===== src/rtl/occ_pkg.sv =====
package occ_pkg;
  typedef enum logic [1:0] {
    LIM_REG = 2'd0,
    LIM_LDS = 2'd1,
    LIM_THR = 2'd2
  } lim_code_e;

  typedef enum logic [1:0] {
    S_IDLE   = 2'd0,
    S_LAUNCH = 2'd1,
    S_WAIT   = 2'd2,
    S_OUT    = 2'd3
  } occ_state_e;

  function automatic int unsigned max3(input int unsigned a, input int unsigned b,
                                       input int unsigned c);
    int unsigned m;
    m = (a > b) ? a : b;
    return (m > c) ? m : c;
  endfunction
endpackage


===== src/rtl/occ_divider.sv =====
module occ_divider #(
  parameter int W = 17
) (
  input  logic         clk,
  input  logic         rst,
  input  logic         start,
  input  logic [W-1:0] dividend,
  input  logic [W-1:0] divisor,
  output logic         busy,
  output logic         done,
  output logic [W-1:0] quotient
);
  localparam int CW = $clog2(W + 1);

  logic [W:0]    rem;
  logic [W-1:0]  quo;
  logic [W-1:0]  dsr;
  logic [W-1:0]  num;
  logic [CW-1:0] cnt;
  logic          run;
  logic [W:0]    shifted;
  logic          fits;

  always_comb begin
    shifted = {rem[W-1:0], quo[W-1]};
    fits    = (shifted >= {1'b0, dsr});
  end

  always_ff @(posedge clk) begin
    if (rst) begin
      rem  <= '0;
      quo  <= '0;
      dsr  <= '0;
      num  <= '0;
      cnt  <= '0;
      run  <= 1'b0;
      done <= 1'b0;
    end else begin
      done <= 1'b0;
      if (start && !run) begin
        rem <= '0;
        quo <= dividend;
        num <= dividend;
        dsr <= divisor;
        cnt <= CW'(W);
        run <= 1'b1;
      end else if (run) begin
        if (fits) begin
          rem <= shifted - {1'b0, dsr};
          quo <= {quo[W-2:0], 1'b1};
        end else begin
          rem <= shifted;
          quo <= {quo[W-2:0], 1'b0};
        end
        cnt <= cnt - 1'b1;
        if (cnt == CW'(1)) begin
          run  <= 1'b0;
          done <= 1'b1;
        end
      end
    end
  end

  assign busy     = run;
  assign quotient = quo;

  // every budget count is an exact floor quotient
  a_r1_div_floor: assert property (@(posedge clk) disable iff (rst)
    done |-> (({{W{1'b0}}, quo} * {{W{1'b0}}, dsr} <= {{W{1'b0}}, num}) &&
              ({{W{1'b0}}, num} - {{W{1'b0}}, quo} * {{W{1'b0}}, dsr} < {{W{1'b0}}, dsr})));

  a_r8_div_pulse: assert property (@(posedge clk) disable iff (rst)
    done |=> !done);
endmodule


===== src/rtl/occ_select.sv =====
module occ_select #(
  parameter int CNT_W = 16
) (
  input  logic [CNT_W-1:0] lim_reg,
  input  logic [CNT_W-1:0] lim_lds,
  input  logic [CNT_W-1:0] lim_thr,
  output logic [CNT_W-1:0] min_cnt,
  output logic [1:0]       min_code,
  output logic             any_zero
);
  import occ_pkg::*;

  always_comb begin
    if (lim_reg <= lim_lds && lim_reg <= lim_thr) begin
      min_cnt  = lim_reg;
      min_code = LIM_REG;
    end else if (lim_lds <= lim_thr) begin
      min_cnt  = lim_lds;
      min_code = LIM_LDS;
    end else begin
      min_cnt  = lim_thr;
      min_code = LIM_THR;
    end
    any_zero = (lim_reg == '0) || (lim_lds == '0) || (lim_thr == '0);
  end
endmodule


===== src/rtl/occ_limiter.sv =====
module occ_limiter #(
  parameter int WG_W    = 9,
  parameter int RPT_W   = 8,
  parameter int LDS_W   = 17,
  parameter int CNT_W   = 16,
  parameter int REG_CAP = 16384,
  parameter int LDS_CAP = 32768,
  parameter int THR_CAP = 1600,
  parameter int MAX_WG  = 256
) (
  input  logic             clk,
  input  logic             rst,
  input  logic             start,
  input  logic [WG_W-1:0]  wg_size,
  input  logic [RPT_W-1:0] regs_per_thread,
  input  logic [LDS_W-1:0] lds_bytes,
  output logic             busy,
  output logic             done,
  output logic [CNT_W-1:0] groups,
  output logic [1:0]       limiter,
  output logic             cannot_launch
);
  import occ_pkg::*;

  localparam int PROD_W = WG_W + RPT_W;
  localparam int CAP_W  = $clog2(max3(REG_CAP, LDS_CAP, THR_CAP) + 1);
  localparam int DIV_W  = max3(PROD_W, LDS_W, max3(CAP_W, CNT_W + 1, 1));
  localparam int UNL    = (1 << CNT_W) - 1;
  localparam int NFAC   = 3;

  occ_state_e       state;
  logic [1:0]       idx;
  logic [WG_W-1:0]  wg_q;
  logic [RPT_W-1:0] rpt_q;
  logic [LDS_W-1:0] lds_q;
  logic [PROD_W-1:0] reg_need;
  logic [CNT_W-1:0] lim [NFAC];

  logic [DIV_W-1:0] d_num;
  logic [DIV_W-1:0] d_den;
  logic             skip;
  logic [CNT_W-1:0] skip_val;
  logic             div_start;
  logic             div_busy;
  logic             div_done;
  logic [DIV_W-1:0] div_q;
  logic [CNT_W-1:0] q_sat;

  logic [CNT_W-1:0] sel_cnt;
  logic [1:0]       sel_code;
  logic             sel_zero;

  assign reg_need = PROD_W'(wg_q) * PROD_W'(rpt_q);

  // operand and bypass choice for the factor being worked on
  always_comb begin
    d_num    = '0;
    d_den    = '0;
    skip     = 1'b0;
    skip_val = CNT_W'(UNL);
    case (idx)
      2'd0: begin
        d_num = DIV_W'(REG_CAP);
        d_den = DIV_W'(reg_need);
        skip  = (reg_need == '0);
      end
      2'd1: begin
        d_num = DIV_W'(LDS_CAP);
        d_den = DIV_W'(lds_q);
        skip  = (lds_q == '0);
      end
      default: begin
        d_num    = DIV_W'(THR_CAP);
        d_den    = DIV_W'(wg_q);
        skip     = (wg_q == '0) || (int'(wg_q) > MAX_WG);
        skip_val = '0;
      end
    endcase
  end

  always_comb begin
    if (div_q >= DIV_W'(UNL)) q_sat = CNT_W'(UNL - 1);
    else                      q_sat = div_q[CNT_W-1:0];
  end

  assign div_start = (state == S_LAUNCH) && !skip;

  occ_divider #(.W(DIV_W)) u_div (
    .clk      (clk),
    .rst      (rst),
    .start    (div_start),
    .dividend (d_num),
    .divisor  (d_den),
    .busy     (div_busy),
    .done     (div_done),
    .quotient (div_q)
  );

  occ_select #(.CNT_W(CNT_W)) u_sel (
    .lim_reg  (lim[0]),
    .lim_lds  (lim[1]),
    .lim_thr  (lim[2]),
    .min_cnt  (sel_cnt),
    .min_code (sel_code),
    .any_zero (sel_zero)
  );

  always_ff @(posedge clk) begin
    if (rst) begin
      state         <= S_IDLE;
      idx           <= '0;
      wg_q          <= '0;
      rpt_q         <= '0;
      lds_q         <= '0;
      done          <= 1'b0;
      groups        <= '0;
      limiter       <= '0;
      cannot_launch <= 1'b0;
      for (int i = 0; i < NFAC; i++) lim[i] <= '0;
    end else begin
      done <= 1'b0;
      case (state)
        S_IDLE: begin
          if (start) begin
            wg_q  <= wg_size;
            rpt_q <= regs_per_thread;
            lds_q <= lds_bytes;
            idx   <= '0;
            state <= S_LAUNCH;
          end
        end
        S_LAUNCH: begin
          if (skip) begin
            lim[idx] <= skip_val;
            if (idx == 2'(NFAC - 1)) state <= S_OUT;
            else                     idx   <= idx + 1'b1;
          end else begin
            state <= S_WAIT;
          end
        end
        S_WAIT: begin
          if (div_done) begin
            lim[idx] <= q_sat;
            if (idx == 2'(NFAC - 1)) begin
              state <= S_OUT;
            end else begin
              idx   <= idx + 1'b1;
              state <= S_LAUNCH;
            end
          end
        end
        default: begin
          groups        <= sel_cnt;
          limiter       <= sel_code;
          cannot_launch <= sel_zero;
          done          <= 1'b1;
          state         <= S_IDLE;
        end
      endcase
    end
  end

  assign busy = (state != S_IDLE);

  a_r8_done_pulse: assert property (@(posedge clk) disable iff (rst)
    done |=> !done);

  a_r8_start_busy: assert property (@(posedge clk) disable iff (rst)
    (start && !busy) |=> busy);

  a_r8_done_idle: assert property (@(posedge clk) disable iff (rst)
    done |-> !busy);

  a_r5_min_bound: assert property (@(posedge clk) disable iff (rst)
    done |-> (groups <= lim[0] && groups <= lim[1] && groups <= lim[2]));

  a_r6_code_range: assert property (@(posedge clk) disable iff (rst)
    done |-> (limiter != 2'd3));

  a_r7_zero_flag: assert property (@(posedge clk) disable iff (rst)
    done |-> (cannot_launch == (groups == '0)));

  a_r4_reject: assert property (@(posedge clk) disable iff (rst)
    (done && (wg_q == '0 || int'(wg_q) > MAX_WG)) |-> cannot_launch);

  a_r8_hold: assert property (@(posedge clk) disable iff (rst)
    (!done && !$past(rst)) |-> $stable(groups));
endmodule


===== config.mk =====
export PLATFORM = sky130hd
export DESIGN_NAME = occ_limiter
export DESIGN_NICKNAME = d
export VERILOG_FILES = /design/src/rtl/occ_pkg.sv /design/src/rtl/occ_divider.sv /design/src/rtl/occ_select.sv /design/src/rtl/occ_limiter.sv
export SDC_FILE = /design/constraint.sdc
export NUM_CORES = 1
export LEC_CHECK = 0
export ABC_AREA = 1
export BUFFER_PORTS_ARGS = -buffer_cell sky130_fd_sc_hd__clkbuf_2
export CAP_MARGIN = 5
export CORE_AREA = 2 2 143 145
export DETAILED_ROUTE_END_ITERATION = 16
export DIE_AREA = 0 0 145 147
export MAX_ROUTING_LAYER = met4
export PLACE_DENSITY = 0.81
export SYNTH_ARGS = -nofsm -noshare
export SYNTH_HDL_FRONTEND = slang
export SYNTH_SLANG_ARGS = --single-unit

===== constraint.sdc =====
create_clock -name clk -period 7.69 [get_ports clk]
set_input_delay 1.1535 -clock clk [delete_from_list [all_inputs] [get_ports clk]]
set_output_delay 1.1535 -clock clk [all_outputs]
set_load 0.1 [all_outputs]

* Word level (Yosys, flattened, before mapping) *
Memory sizes are Yosys's and may differ from the RTL's.
Index checks and enable logic that the tools add are counted.

cells by class
  add/subtract/negate cells = 3
  equal/unequal tests = 9
  reductions and logical operators = 27
  multiplexer cells = 45
  magnitude comparators = 6
  bitwise logic cells = 2
  multiply operators = 1

operator list
  kind                                                                      number
  16-bit 2-to-1 mux                                                         6
  17-bit 2-to-1 mux                                                         3
  16-bit <= comparator                                                      3
  16-bit zero test                                                          3
  17-bit zero test                                                          2
  17-bit one-hot mux with 2 select lines                                    1
  16-bit one-hot mux with 2 select lines                                    1
  2-bit 2-to-1 mux                                                          12
  18-bit by 17-bit >= comparator with 1-bit output                          1
  17-bit by 16-bit >= comparator with 1-bit output (second input constant)  1
  9-bit by 8-bit multiplier with 17-bit output                              1
  1-bit 2-to-1 mux                                                          17
  17-bit subtractor                                                         1
  16-bit OR reduction                                                       1
  2-bit one-hot mux with 3 select lines                                     2
  5-bit 2-to-1 mux                                                          2
  9-bit > comparator (second input constant)                                1
  9-bit zero test                                                           1
  3-bit OR reduction                                                        2
  5-bit by 1-bit == test with 1-bit output (second input constant)          1
  5-bit by 1-bit subtractor with 5-bit output (second input constant)       1
  2-bit by 1-bit == test with 1-bit output (second input constant)          2
  2-bit == test (second input constant)                                     2
  2-bit zero test                                                           2
  16 further kinds                                                          24

storage, ports and cells
  memory bits (writable) = 48
  memories kept = 1
  bits of input ports = 37
  register bits after elaboration = 116

memory list
  name  depth  bits a word  rd ports  clocked after Yosys merged registers in  wr ports  RTL line           source
  lim   3      16           3         0                                        3         occ_limiter.sv:37  logic [CNT_W-1:0] lim [NFAC];

* Depth between registers and ports, before layout *
Gate-level depths: netlist of run 1.

  depth after elaboration = 10
  mapped depth = 30
  mapped depth without buffers = 29

* Hierarchy *
A second synthesis of run 1 with hierarchy kept.

second synthesis, totals
  cells, all modules = 1823
  area total of the unflattened synthesis = 12896.1 µm²

by module, submodules not included
  module       times used  seq. area each (µm²)  cells an instance  area an instance (µm²)
  occ_limiter  1           2602.5                946                7334.5
  occ_divider  1           1161.1                566                3746.1
  occ_select   1           0.0                   311                1815.5

* Worst setup path after synthesis of run 1 *
OpenSTA, ideal clock, no wires.

  kind = flip-flop to flip-flop
  from = register rpt_q[7]
  to = memory lim[0][0] (enable)
  clock period less this slack = 5348 ps
  data required time = 7318 ps
  slack = 2342 ps
  library setup time = 372 ps
  arrival = 4976 ps
  stages on the path, launching flop included = 27
  path buffers = 2
  cell sequence = dfxtp_1 > clkbuf_1 > nand2_1 > fa_1 > fa_1 > inv_1 > fa_1 > inv_1 > fa_1 > inv_1 > ha_1 > nand2_1 > nand2_1 > a21oi_1 > nand2_1 > nand2_1 > nand2_1 > nor2_1 > nand2_1 > nor2_1 > nand3_1 > nand2_1 > nand2_1 > o21ai_4 > nand2_2 > buf_6 > nand2_1

RTL lines
  what                    RTL line            source
  start, declared         occ_limiter.sv:34   logic [RPT_W-1:0] rpt_q;
  start signal, assigned  occ_limiter.sv:126  rpt_q <= regs_per_thread;
  end, declared           occ_limiter.sv:37

==> results.cfg, run 1 <==
[run_status]
status = completed

[synth]
syn_nets = 1917
synth_edf_count = 48
synthCells = 1726
yosysWarnings = 0
avgSynthCellArea_um2 = 7.07
synth_seq_area_share_pct = 30.9
synthFlopType = dfxtp_1
syn_area_mm2 = 0.0122
synthArstFlopShare_pct = 0
ys_seq_elements = 164
synth_cell_type_count = 41

[floorplan]
core_mm2 = 0.0198
die_y_um = 147
initial_utilization_pct = 61.5
dieArea_mm2 = 0.0213
boundaryPins = 58
row_count = 52
die_w_um = 145

[clock_network]
clock_sinks = 164
cts_hold_buf = 0
clk_latency_ps = 440
cts.clk_slew.worst_paths_ps = 70
htree_levels = 4
cts_resized = 0
cts-root-buf = clkbuf_16
cts_setup_buffers = 0
cts_buffer_depth = 2
numCtsBuffers = 17
cts_tree = built

[final_layout]
fin_nets = 1936
area_growth_syn_to_layout_pct = 7.91
finish.instance_area_mm2 = 0.0132
diodes = 0
largest_reg_flops = 48
n_fill_cell = 1693
fin_util_pct = 66.3
drive_gt1_share_pct = 6.14

[sta]
fmax_mhz = 168
min_period_ps = 5960
hold_viol = 0
rsz0062_at_grt = no
setup_viol = 0
final.period_utilization_pct = 77.5
max_slew_margin_pct = 28.4
slew_viol_final = 0
setup-tns-final_ps = 0
clock_skew_ps = 13.3
timing_worst_slew_pin_value_ps = 1070

[flow_run]
drv_cap = 0

[setup_path]
critical_path.slowest_cell = dfxtp_1
path_buf_inv = 4
worstPathCellList = nand2_1 > inv_1 > fa_1 > fa_1 > fa_1 > inv_1 > fa_1 > inv_1 > ha_1 > nand2_2 > inv_1 > a21oi_1 > nand2_1 > nand2_1 > nand2_1 > nor2_1 > nand2_1 > nor2_1 > nand3_1 > nand2_1 > nand2_1 > o21ai_4 > nand2_2 > nand2_1
reg2reg_slack_ps = 1730
critPathTopFamily = adder cells
cp-end-kind = register
critPathArrivalTime_ps = 6020
critPathKind = reg2reg
cp_data_required_time_ps = 7760
critPathMostFrequentCell = nand2_1
cp_max_fo = 17
crit_path_max_incr_delay_ps = 580
cp-start-kind = register

[min_path]
hold_class = reg2reg

[placement]
gp_congestion = 0.971
placed_area_mm2 = 0.0125
port_buffers = 57
dp_hpwl_mm = 23.8

[route]
post_drt_wl_per_cell_um = 15.1
dr_wl_met3_mm = 2.01
ant_nets = 0
routed.top_layer = met4
m1WireLength_mm = 13.0
drc = 0
met2_length_mm = 14.3
routed_wl_mm = 30.7
initialDrtViolationCount = 850
num_vias = 11200
via_per_inst = 5.50
dr.pass1.iters = 5

[power]
leakage_uw = 0.00699
irDropWorstVdd_uv = 475
pwr_density_cell_mw_per_mm2 = 396
finalPower_uw = 5210

[global_route]
track_usage_pct = 30.3
grt_max_degree = 60
grt_pass1_wl_mm = 50.8
grt_overflow = 0
grt_pass1_vias = 10600
antenna_found_initial = 0
==> area by class of cell <==
type	instances	area (um2)	share of cell area (%)
inverters	301	1130	8.58
clock inverters	13	139	1.06
multi-input cells	1198	6990	53.1
flip-flops and latches	164	3760	28.6
clock buffers	19	475	3.61
repair buffers	63	330	2.51
well taps	270	338	2.57
==> where the power goes <==
| group | internal (uW) | switching [uW] |
|---|---|---|
| Combinational | 1000 | 2030 |
| Clock | 486 | 402 |
| Sequential | 1090 | 202 |
| Total | 2580 | 2640 |
==> cells in the mapped netlist (2+ instances only) <==
library cell,count,area share [%]
nand2_1,401,12
inv_1,294,9.0
nor2_1,209,6.4
a21oi_1,117,4.8
dfxtp_1,116,19
ha_1,111,11
o21ai_0,99,4.1
nand3_1,72,3.0
edfxtp_1,48,12
fa_1,43,7.1
nand4_1,41,2.1
clkbuf_1,40,1.2
nor4_1,16,0.82
buf_2,13,0.53
nor3_1,11,0.45
o22ai_1,11,0.56
xor2_1,11,0.79
o221ai_1,7,0.50
xnor2_1,7,0.50
buf_6,6,0.55
clkinv_1,6,0.18
nand2_2,5,0.26
o211ai_1,5,0.31
o21a_1,5,0.31
a21o_1,3,0.18
a31oi_1,3,0.15
and2_1,3,0.15
o31ai_1,3,0.18
or2_2,3,0.15
a211oi_1,2,0.12
a21boi_0,2,0.12
buf_1,2,0.062
nand3b_1,2,0.12
nor2_2,2,0.10
==> routing by layer <==
layer | global-route usage (%) | up-vias
met2 | 49.7 | 436
met3 | 4.04 | 96
met1 | 37.1 | 5060
met4 | 15.0 | 0
li1 | - | 5567
met5 | - | -
==> placed cells by master (no fill, tap or decap), types with 6 or more instances in the layout <==
cell       count
o221ai_1       7
o21ai_0       99
xnor2_1        7
inv_1        294
clkbuf_2      57
clkbuf_16     19
nand2_1      401
clkinv_1       6
nor2_1       209
nor4_1        16
a21oi_1      117
dfxtp_1      116
edfxtp_1      48
nor3_1        11
nand3_1       72
o22ai_1       11
nand4_1       41
xor2_1        11
buf_4          6
ha_1         111
fa_1          43
==> tightest hold or removal path, stage by stage (launching register included) <==
cell and delay, ps:
dfxtp_1 310, nand2_1 60, a21oi_1 60
==> cells by family (layout without fill, tap and decap cells) <==
logic type | after synthesis | in the layout | share of synthesized area (%)
xor+xnor | 18 | 18 | 1.29
fa+ha+maj | 154 | 154 | 18.4
simple gates | 766 | 766 | 26.0
buf+inv | 364 | 396 | 11.9
flops | 164 | 164 | 30.9
compound gates | 260 | 260 | 11.6
==> final timing paths <==
check	start	end	depth (start not counted)
max	rpt_q[5]	lim[0][3]	24
min	limiter[0]	limiter[0]	2
max reg2reg	rpt_q[5]	lim[0][3]	24
min reg2reg	limiter[0]	limiter[0]	2
==> metrics by stage <==
step                      hold slack (ps)  worst slack (ps)  cells
after global routing                  510              1290   2028
after detailed placement              463              1830   1996
after floorplan                       443              2340   1726
final                                 476              1730   2028
after global placement                452              1900   1996
after CTS                             474              1760   2028
(Power assumes the default switching activity.)
==> run 2, diff against run 1 <==
clock period = 6.1 ns   (was 7.69 ns; I/O delays follow)
==> results.cfg, run 2 (same netlist as run 1, synthesis figures left out) <==
[clock_network]
htree_levels = 4
clk_latency_ps = 440
cts_buffer_depth = 2
cts_tree = built
cts_resized = 0
clock_sinks = 164
cts_setup_buffers = 0
cts-root-buf = clkbuf_16
numCtsBuffers = 17
cts_hold_buf = 0
cts.clk_slew.worst_paths_ps = 70

[sta]
setup-tns-final_ps = 0
hold_viol = 0
clock_skew_ps = 16.4
fmax_mhz = 175
slew_viol_final = 0
max_slew_margin_pct = 22.3
timing_worst_slew_pin_value_ps = 1160
setup_viol = 0
min_period_ps = 5700
final.period_utilization_pct = 93.4
rsz0062_at_grt = no

[placement]
gp_congestion = 0.967
dp_cells = 2003
dp_hpwl_mm = 24.7
port_buffers = 57

[final_layout]
area_growth_syn_to_layout_pct = 8.49
drive_gt1_share_pct = 6.97
n_fill_cell = 1737
largest_reg_flops = 48
diodes = 0
finalNonFillerCells = 2035
fin_nets = 1943
most-common-layout-cells = nand2_1, inv_1, nor2_1
layout_commonest_cell = nand2_1

[setup_path]
critPathArrivalTime_ps = 5830
cp-end-kind = register
cp_max_fo = 17
cp_data_required_time_ps = 6230
timing.rr.start = wg_q[5]
r2r-end = lim[1][14]
cp-start-kind = register
reg2regPathDepth = 24
critPathKind = reg2reg
reg2reg_slack_ps = 400

[power]
power.share.clock_pct = 16.9
p_int_uw = 3300
pwr_density_cell_mw_per_mm2 = 503
irDropWorstVdd_uv = 565
pwr-share-comb_pct = 58.8
seqPwrFrac_pct = 24.3
sw_frac_of_total_pct = 50.4
power.switching_uw = 3360
leakage_uw = 0.00701

[floorplan]
row_count = 52
die_y_um = 147
boundaryPins = 58
dieArea_mm2 = 0.0213
die_w_um = 145
initial_utilization_pct = 61.5
core_mm2 = 0.0198

[route]
num_vias = 11200
ant_nets = 0
dr.pass1.iters = 6
routed_wl_mm = 32.4
via_per_inst = 5.52
drc = 0
initialDrtViolationCount = 989
post_drt_wl_per_cell_um = 15.9

[global_route]
grt_pass1_wl_mm = 53.3
grt_max_degree = 60
grt_pass1_vias = 10700
antenna_found_initial = 0
track_usage_pct = 32.3
grt_overflow = 0

[min_path]
worstHoldEndpoint = limiter[0]
hold_class = reg2reg
min-delay-start = limiter[0]
hold_depth = 2

[flow_run]
drv_cap = 0

[run_status]
status = completed
[run 2: cell count changes in the layout (fill, tap and decap cells not counted), moves of 2 or more]
cell / before / now
buf_4: 6 / 12
clkbuf_1: 0 / 2
clkinvlp_4: 0 / 2
dfxtp_1: 116 / 106
dfxtp_2: 0 / 10
inv_8: 5 / 2
[run 2: worst max-delay path by stage]
stage | start | end | slack [ps] | cells after the start
floorplan | rpt_q[7] | lim[0][0] | 750 | 26
global placement | rpt_q[7] | lim[1][14] | 590 | 24
detailed placement | rpt_q[7] | lim[1][14] | 490 | 24
CTS | rpt_q[7] | lim[1][14] | 440 | 24
global route | rpt_q[2] | lim[1][12] | 20 | 25
finish | wg_q[5] | lim[1][14] | 400 | 24
[run 2: worst max-delay path, cell delays in order (launching register included)]
cell     delay (ps)
dfxtp_1         560
nand2_1         100
inv_1            80
fa_1            450
fa_1            550
fa_1            550
inv_1            50
fa_1            520
inv_1            40
ha_1            380
nand2_1         140
nor2_1          170
nand3_1         160
nand3_1         120
nand2_1          60
nand2_1          80
nand2_1          60
nor2_1          120
nand3_1         170
nand2_1         130
nand2_1         120
o21ai_4         190
nand2_2         210
nand2_1         140
buf_4           250
[run 2: power by group through the flow]
stage | combinational (uW) | sequential, uW | clock, uW
after floorplan | 3000 | 1620 | 0
after global placement | 3770 | 1620 | 0
after detailed placement | 3820 | 1630 | 0
after CTS | 3870 | 1610 | 1130
after global routing | 4450 | 1650 | 1170
final | 3910 | 1620 | 1120
[run 2: metrics by stage]
stage / area, um2 / hold WS (ps) / setup WS [ps] / power (uW) / utilization (%)
2_1_floorplan: 12200 / 443 / 752 / 4620 / -
3_3_place_gp: 12600 / 451 / 589 / 5400 / 63.6
3_5_place_dp: 12600 / 456 / 488 / 5460 / 63.6
4_1_cts: 13200 / 467 / 437 / 6610 / 66.6
5_1_grt: 13200 / 490 / 23.3 / 7280 / 66.7
6_report: 13200 / 469 / 401 / 6660 / 66.7
[run 2: routing by layer]
metal  vias up  part of all wire [%]  track usage, %
met1      5125                    42            38.6
met5         -                     0               -
met2       437                    47            54.2
met4         0                   4.2            13.9
li1       5569                     -               -
met3        97                   6.8            5.34
[run 2: area by class of cell]
cell class	instances	area [um2]	area share, %
timing repair buffer	70	395	2.99
clock buffer	22	497	3.75
tap	270	338	2.55
multi-input combinational	1198	6990	52.8
clock inverter	10	111	0.841
sequential	164	3780	28.5
inverter	301	1130	8.54
